## src/rtl/bargen_pkg.sv

```systemverilog
package bargen_pkg;

    typedef enum logic [1:0] {
        BAR_COLOUR = 2'd0,
        BAR_GREY   = 2'd1,
        BAR_BW     = 2'd2,
        BAR_MIXED  = 2'd3
    } bar_mode_e;

    // {B, G, R} at 8 bits
    function automatic logic [23:0] colour_rgb(input logic [2:0] idx);
        case (idx)
            3'd0:    return {8'd180, 8'd180, 8'd180};
            3'd1:    return {8'd16,  8'd180, 8'd180};
            3'd2:    return {8'd180, 8'd180, 8'd16};
            3'd3:    return {8'd16,  8'd180, 8'd16};
            3'd4:    return {8'd180, 8'd16,  8'd180};
            3'd5:    return {8'd16,  8'd16,  8'd180};
            3'd6:    return {8'd180, 8'd16,  8'd16};
            default: return {8'd16,  8'd16,  8'd16};
        endcase
    endfunction

    // {Cr, Cb, Y} at 8 bits
    function automatic logic [23:0] colour_ycc(input logic [2:0] idx);
        case (idx)
            3'd0:    return {8'd128, 8'd128, 8'd180};
            3'd1:    return {8'd142, 8'd44,  8'd162};
            3'd2:    return {8'd44,  8'd156, 8'd131};
            3'd3:    return {8'd58,  8'd72,  8'd112};
            3'd4:    return {8'd198, 8'd184, 8'd84};
            3'd5:    return {8'd212, 8'd100, 8'd65};
            3'd6:    return {8'd114, 8'd212, 8'd35};
            default: return {8'd128, 8'd128, 8'd16};
        endcase
    endfunction

    function automatic logic [7:0] grey_luma(input logic [2:0] idx);
        case (idx)
            3'd0:    return 8'd180;
            3'd1:    return 8'd162;
            3'd2:    return 8'd131;
            3'd3:    return 8'd112;
            3'd4:    return 8'd84;
            3'd5:    return 8'd65;
            3'd6:    return 8'd35;
            default: return 8'd16;
        endcase
    endfunction

endpackage

```

## src/rtl/bargen_bounds.sv

```systemverilog
// Start column of bars 1..7 for a given line width.
module bargen_bounds #(
    parameter int PPB = 2,
    parameter int WW  = 13
) (
    input  logic                 sub422_i,
    input  logic [WW-1:0]        width_i,
    output logic [6:0][WW-1:0]   bounds_o
);
    logic [WW-1:0] units;
    logic [WW-1:0] base;
    logic [2:0]    spare;
    logic [WW-1:0] min_w;
    logic          narrow;

    always_comb begin
        units  = sub422_i ? (width_i >> 1) : width_i;
        base   = units >> 3;
        spare  = units[2:0];
        if (PPB >= 2) min_w = WW'(PPB);
        else          min_w = sub422_i ? WW'(2) : WW'(1);
        narrow = ((base << sub422_i) < min_w);
    end

    for (genvar k = 1; k <= 7; k++) begin : g_bound
        logic [WW-1:0] extra;
        always_comb begin
            extra = (3'(k - 1) < spare) ? WW'(k - 1) : WW'(spare);
            if (narrow) bounds_o[k-1] = WW'(k) * min_w;
            else        bounds_o[k-1] = (WW'(k) * base + extra) << sub422_i;
        end
    end
endmodule

```

## src/rtl/bargen_lane.sv

```systemverilog
// Colour of one pixel lane.
module bargen_lane
    import bargen_pkg::*;
#(
    parameter int BPS = 10,
    parameter int WW  = 13
) (
    input  logic [WW-1:0]        x_i,
    input  logic [6:0][WW-1:0]   bounds_i,
    input  bar_mode_e            variant_i,
    input  logic                 yuv_i,
    input  logic                 sub422_i,
    output logic [3*BPS-1:0]     pix_o
);
    localparam int SH = BPS - 8;

    logic [2:0]  bar;
    logic [23:0] v8;
    logic [7:0]  luma;
    logic [7:0]  c0, c1, c2;
    logic        use_yuv;

    always_comb begin
        bar = 3'd0;
        for (int k = 0; k < 7; k++) begin
            if (x_i >= bounds_i[k]) bar = bar + 3'd1;
        end
    end

    always_comb begin
        use_yuv = yuv_i | sub422_i;
        luma    = 8'd0;
        case (variant_i)
            BAR_GREY: begin
                luma = grey_luma(bar);
                v8   = use_yuv ? {8'd128, 8'd128, luma} : {luma, luma, luma};
            end
            BAR_BW: begin
                luma = bar[0] ? 8'd16 : 8'd180;
                v8   = use_yuv ? {8'd128, 8'd128, luma} : {luma, luma, luma};
            end
            default: v8 = use_yuv ? colour_ycc(bar) : colour_rgb(bar);
        endcase
        c0 = v8[7:0];
        if (sub422_i) begin
            c1 = x_i[0] ? v8[23:16] : v8[15:8];
            c2 = 8'd0;
        end else begin
            c1 = v8[15:8];
            c2 = v8[23:16];
        end
        pix_o = {BPS'(c2) << SH, BPS'(c1) << SH, BPS'(c0) << SH};
    end
endmodule

```

## src/rtl/bars_pattern_gen.sv

```systemverilog
module bars_pattern_gen
    import bargen_pkg::*;
#(
    parameter int PPB   = 2,
    parameter int BPS   = 10,
    parameter int MAX_W = 4096,
    parameter int MAX_H = 4096,
    localparam int WW   = $clog2(MAX_W + 1),
    localparam int HW   = $clog2(MAX_H + 1),
    localparam int PIXW = 3 * BPS
) (
    input  logic                clk,
    input  logic                rst_n,
    input  logic [1:0]          mode_i,
    input  logic [WW-1:0]       width_i,
    input  logic [HW-1:0]       height_i,
    input  logic                ycbcr_i,
    input  logic                sub422_i,
    input  logic                ready_i,
    output logic                valid_o,
    output logic                sof_o,
    output logic                eol_o,
    output logic [PPB*PIXW-1:0] data_o
);
    typedef struct packed {
        logic                valid;
        logic [WW-1:0]       x;
        logic [HW-1:0]       y;
        logic [1:0]          mode;
        logic [WW-1:0]       width;
        logic [HW-1:0]       height;
        logic                yuv;
        logic                s422;
        logic [6:0][WW-1:0]  bounds;
    } gen_state_t;

    gen_state_t          st_d, st_q;
    logic [6:0][WW-1:0]  bounds_w;
    logic [WW:0]         x_next;
    logic                line_end;
    logic                last_row_w;
    logic                load;
    logic [HW-1:0]       h8;
    bar_mode_e           variant;

    bargen_bounds #(.PPB(PPB), .WW(WW)) u_bounds (
        .sub422_i (sub422_i),
        .width_i  (width_i),
        .bounds_o (bounds_w)
    );

    always_comb begin
        x_next     = {1'b0, st_q.x} + (WW+1)'(PPB);
        line_end   = (x_next >= {1'b0, st_q.width});
        last_row_w = (st_q.y == st_q.height - HW'(1));
        load       = 1'b0;
        st_d       = st_q;
        if (!st_q.valid) begin
            st_d.valid = 1'b1;
            load       = 1'b1;
        end else if (ready_i) begin
            if (line_end) begin
                st_d.x = '0;
                if (last_row_w) load = 1'b1;
                else            st_d.y = st_q.y + HW'(1);
            end else begin
                st_d.x = x_next[WW-1:0];
            end
        end
        if (load) begin
            st_d.x      = '0;
            st_d.y      = '0;
            st_d.mode   = mode_i;
            st_d.width  = width_i;
            st_d.height = height_i;
            st_d.yuv    = ycbcr_i;
            st_d.s422   = sub422_i;
            st_d.bounds = bounds_w;
        end
    end

    always_ff @(posedge clk or negedge rst_n) begin
        if (!rst_n) st_q <= '0;
        else        st_q <= st_d;
    end

    always_comb begin
        h8 = st_q.height >> 3;
        if (bar_mode_e'(st_q.mode) != BAR_MIXED) variant = bar_mode_e'(st_q.mode);
        else if (st_q.y < h8)                    variant = BAR_BW;
        else if (st_q.y < (h8 << 1))             variant = BAR_GREY;
        else                                     variant = BAR_COLOUR;
    end

    for (genvar p = 0; p < PPB; p++) begin : g_lane
        bargen_lane #(.BPS(BPS), .WW(WW)) u_lane (
            .x_i       (st_q.x + WW'(p)),
            .bounds_i  (st_q.bounds),
            .variant_i (variant),
            .yuv_i     (st_q.yuv),
            .sub422_i  (st_q.s422),
            .pix_o     (data_o[p*PIXW +: PIXW])
        );
    end

    assign valid_o = st_q.valid;
    assign sof_o   = st_q.valid && (st_q.x == '0) && (st_q.y == '0);
    assign eol_o   = st_q.valid && line_end;
endmodule

```

## config.mk

```make
export PLATFORM = sky130hd
export DESIGN_NAME = bars_pattern_gen
export DESIGN_NICKNAME = d
export VERILOG_FILES = /design/src/rtl/bargen_pkg.sv /design/src/rtl/bargen_bounds.sv /design/src/rtl/bargen_lane.sv /design/src/rtl/bars_pattern_gen.sv
export SDC_FILE = /design/constraint.sdc
export NUM_CORES = 1
export LEC_CHECK = 0
export ABC_CLOCK_PERIOD_IN_PS = 9200
export CAP_MARGIN = 20
export CORE_UTILIZATION = 56
export DETAILED_ROUTE_END_ITERATION = 8
export GPL_TIMING_DRIVEN = 1
export PLACE_DENSITY = 0.82
export SLEW_MARGIN = 10
export SYNTH_ARGS = -nofsm -noshare
export SYNTH_HDL_FRONTEND = slang
export SYNTH_SLANG_ARGS = --single-unit
```

## constraint.sdc

```tcl
create_clock -name clk -period 9.2 [get_ports clk]
set_input_delay 2.3 -clock clk [delete_from_list [all_inputs] [get_ports clk]]
set_output_delay 2.3 -clock clk [all_outputs]
set_load 0.005 [all_outputs]
```

==> summary.txt <==
outcome: complete, but fails checks
failing checks: setup timing
cell area after synthesis: 16200 um^2
crit path max fanout: 3
Detailed Route WL: 50100 um
asr flop ratio synth: 1.00
critical path endpoint: data_o[49]
Rows: 61
H-tree Lvls: 4
dpl hpwl: 35500 um
top_reg_cell synth: dfrtp_1
number of synthesized flops with an enable pin: 0
DR iter-0 viols: 1399
RSZ-0062 raised after global routing: yes
share of the synthesized area in the top cell type: 0.226
GR Overflow Total: 0
fmax: 106 MHz
share of layout cells above drive strength 1: 0.173
Max-Cap Viols: 0
CP startpoint: st_q[135]
clk_lat worst skew: 440 ps
DR WL/cell: 20.0 um
Sw Share: 0.407
R2R Path Start: st_q[135]
setup TNS: -3210 ps
Synth Area per Inst: 8.28 um^2
Die H: 172 um
Critical Path Max Stage Delay: 450 ps
filler instances: 2229
worst hold stages: 2
post-synth top area cell: dfrtp_1
worst setup slack after layout: -205 ps
post-synthesis compound-gate area fraction: 0.219
Post-Syn Instances: 1953
CP arrival: 7110 ps
worst hold path class: flop to flop
mux share of post-synthesis cell area: 0.0276
Crit path buffers/inverters: 12
CTS tree: done
Layout area overhead: 19.5%
Hold Fails Final Rpt: 0
sequential area share after synthesis: 0.226
Final ANT Viol Nets: 0
most numerous cell in the Yosys netlist: ha_1
relative slew slack: 0.251
GRT Resource Usage Total: 0.337
flop2flop setup slack: 3190 ps
Adder-Cell Fraction of Synth Area: 0.233
final-report setup violation count: 26
Seq cells post-synth: 146
Max rail drop VDD: 112 uV
core area: 28100 um^2
total power: 2910 uW
FF-to-FF path depth: 21
die width: 172 um
Comb pwr share: 0.480
Worst Tran Pin Value: 1120 ps
fin. max-slew vios: 0
# IOs: 96
Seq pwr share: 0.280
drt pass-1 iters: 6
vias: 15.7k
CP max stage cell: dfrtp_2
Final Critical Period: 9410 ps
vias in the first global route: 15.0k
initial antenna violation count: 0
final period utilization: 1.02
clock network power share: 0.240
Worst Setup Start Kind: flop
CP Capture Type: output pin
Crit path max-delay family: adder cells
DR vias/cell: 6.27
Reg area: 3650 um^2
worst r2r dst: st_q[76]
DIE AREA: 29600 um^2
Post-synth top cells: 275 x ha_1, 180 x nand2_1, 178 x o21ai_0
CP Depth: 40
clock sinks: 146
Net Sw Power: 1190 uW
Cell variety after synth: 83
first-pass GRT wire length: 78000 um
largest net degree at the start of global routing: 113
Worst-path clk slew: 60 ps
PwrDens: 151 nW/um^2
TritonCTS Buffers: 17
main combinational cell family by area after synthesis: adder cells
IO buf count: 81
residual DRC count: 0
post-synthesis xor/xnor area fraction: 0.0597
Leak: 0.00935 uW
Clock Skews: 8.56 ps
clk buf depth: 2
dpl ws: -585 ps
Final Wtd Congestion: 0.947
n_diodes: 0
crit path kind: flop to output pin
Internal: 1730 uW
Critical Path RT: 6900 ps
multi-input logic area: 12200 um^2
Ys Warns: 0
nets: 2438
Initial Util: 0.576
Area contributors post-synth: dfrtp_1 23%, ha_1 21%, o21ai_0 5.5%
simple-gate share of the synthesized area: 0.165
Root Driver: clkbuf_16
cell usage in the layout, fill, tap and decap left out, types with 60 or more instances in the layout:
| cell | Yosys | final |
|---|---|---|
| xnor2_1 | 63 | 60 |
| nand2_1 | 180 | 176 |
| buf_4 | 17 | 120 |
| a21oi_1 | 108 | 95 |
| dfrtp_1 | 146 | 145 |
| inv_1 | 165 | 160 |
| nand3_1 | 65 | 65 |
| nor2_1 | 136 | 123 |
| o21ai_0 | 178 | 156 |
| ha_1 | 275 | 254 |
state kept, by name, summed over array words and instances, names as in the netlist:
signal	flops
st_q	135
h8	10
valid_o	1
logic make-up after synthesis:
logic type               count (synthesis)
AND/OR/NAND/NOR                        561
adder cells (fa/ha/maj)                291
multiplexers                            42
XOR/XNOR                               103
AO/OA/AOI/OAI                          534
buffers and inverters                  274
other                                    2
flip-flops                             146
power by group through the flow:
stage | registers (uW) | logic, uW | clock network [uW]
2_1_floorplan | 796 | 914 | 0
3_3_place_gp | 818 | 1280 | 0
3_5_place_dp | 823 | 1320 | 0
4_1_cts | 812 | 1340 | 701
5_1_grt | 824 | 1550 | 726
6_report | 815 | 1400 | 699
through the flow:
stage	hold WS [ps]	cells	util	instance area (um^2)
floorplan	430	1972	-	16300
global placement	450	2418	0.632	17700
detailed placement	461	2418	0.632	17700
CTS	482	2479	0.671	18800
global route	505	2505	0.688	19300
finish	480	2505	0.688	19300
timing repair:
item | CTS | global route
resized for setup | 209 | 145
hold buffers | 0 | 0
setup buffers | 30 | 29
pin swaps | 52 | 62
setup endpoints to repair | 46 | 46
area by class of cell:
cell class | instances | area share
Clock inverter | 11 | 0.00673
Tap cell | 378 | 0.0245
Clock buffer | 21 | 0.0228
Multi-Input combinational cell | 1552 | 0.629
Inverter | 166 | 0.0324
Timing Repair Buffer | 231 | 0.0958
Sequential cell | 146 | 0.189
how the worst min path moves through the flow:
| stage | start | end |
|---|---|---|
| 6_report | st_q[106] | st_q[106] |
| 5_1_grt | st_q[26] | st_q[26] |
| 4_1_cts | st_q[72] | st_q[72] |
| 3_5_place_dp | st_q[52] | st_q[52] |
| 3_3_place_gp | st_q[26] | st_q[26] |
| 2_1_floorplan | st_q[26] | st_q[26] |
worst reg2reg max path, delay by kind of cell, from the launching register on:
kind                       cells  cell delay, ps
xor gates and xnor gates       1             200
buffers and inverters          7            1750
DFF                            1             420
adders and majority gates      2             560
AOI/OAI and AO/OA              5            1400
and+or+nand+nor                6            1590
per-layer routing:
| metal | vias up | global-route usage | share of wire |
|---|---|---|---|
| met5 | - | 0 | 0 |
| met4 | 0 | 0.155 | 0.043 |
| met3 | 180 | 0.0467 | 0.081 |
| met2 | 766 | 0.552 | 0.46 |
| met1 | 7485 | 0.440 | 0.42 |
| li1 | 7269 | - | - |
Power figures use the tool's default switching activity.
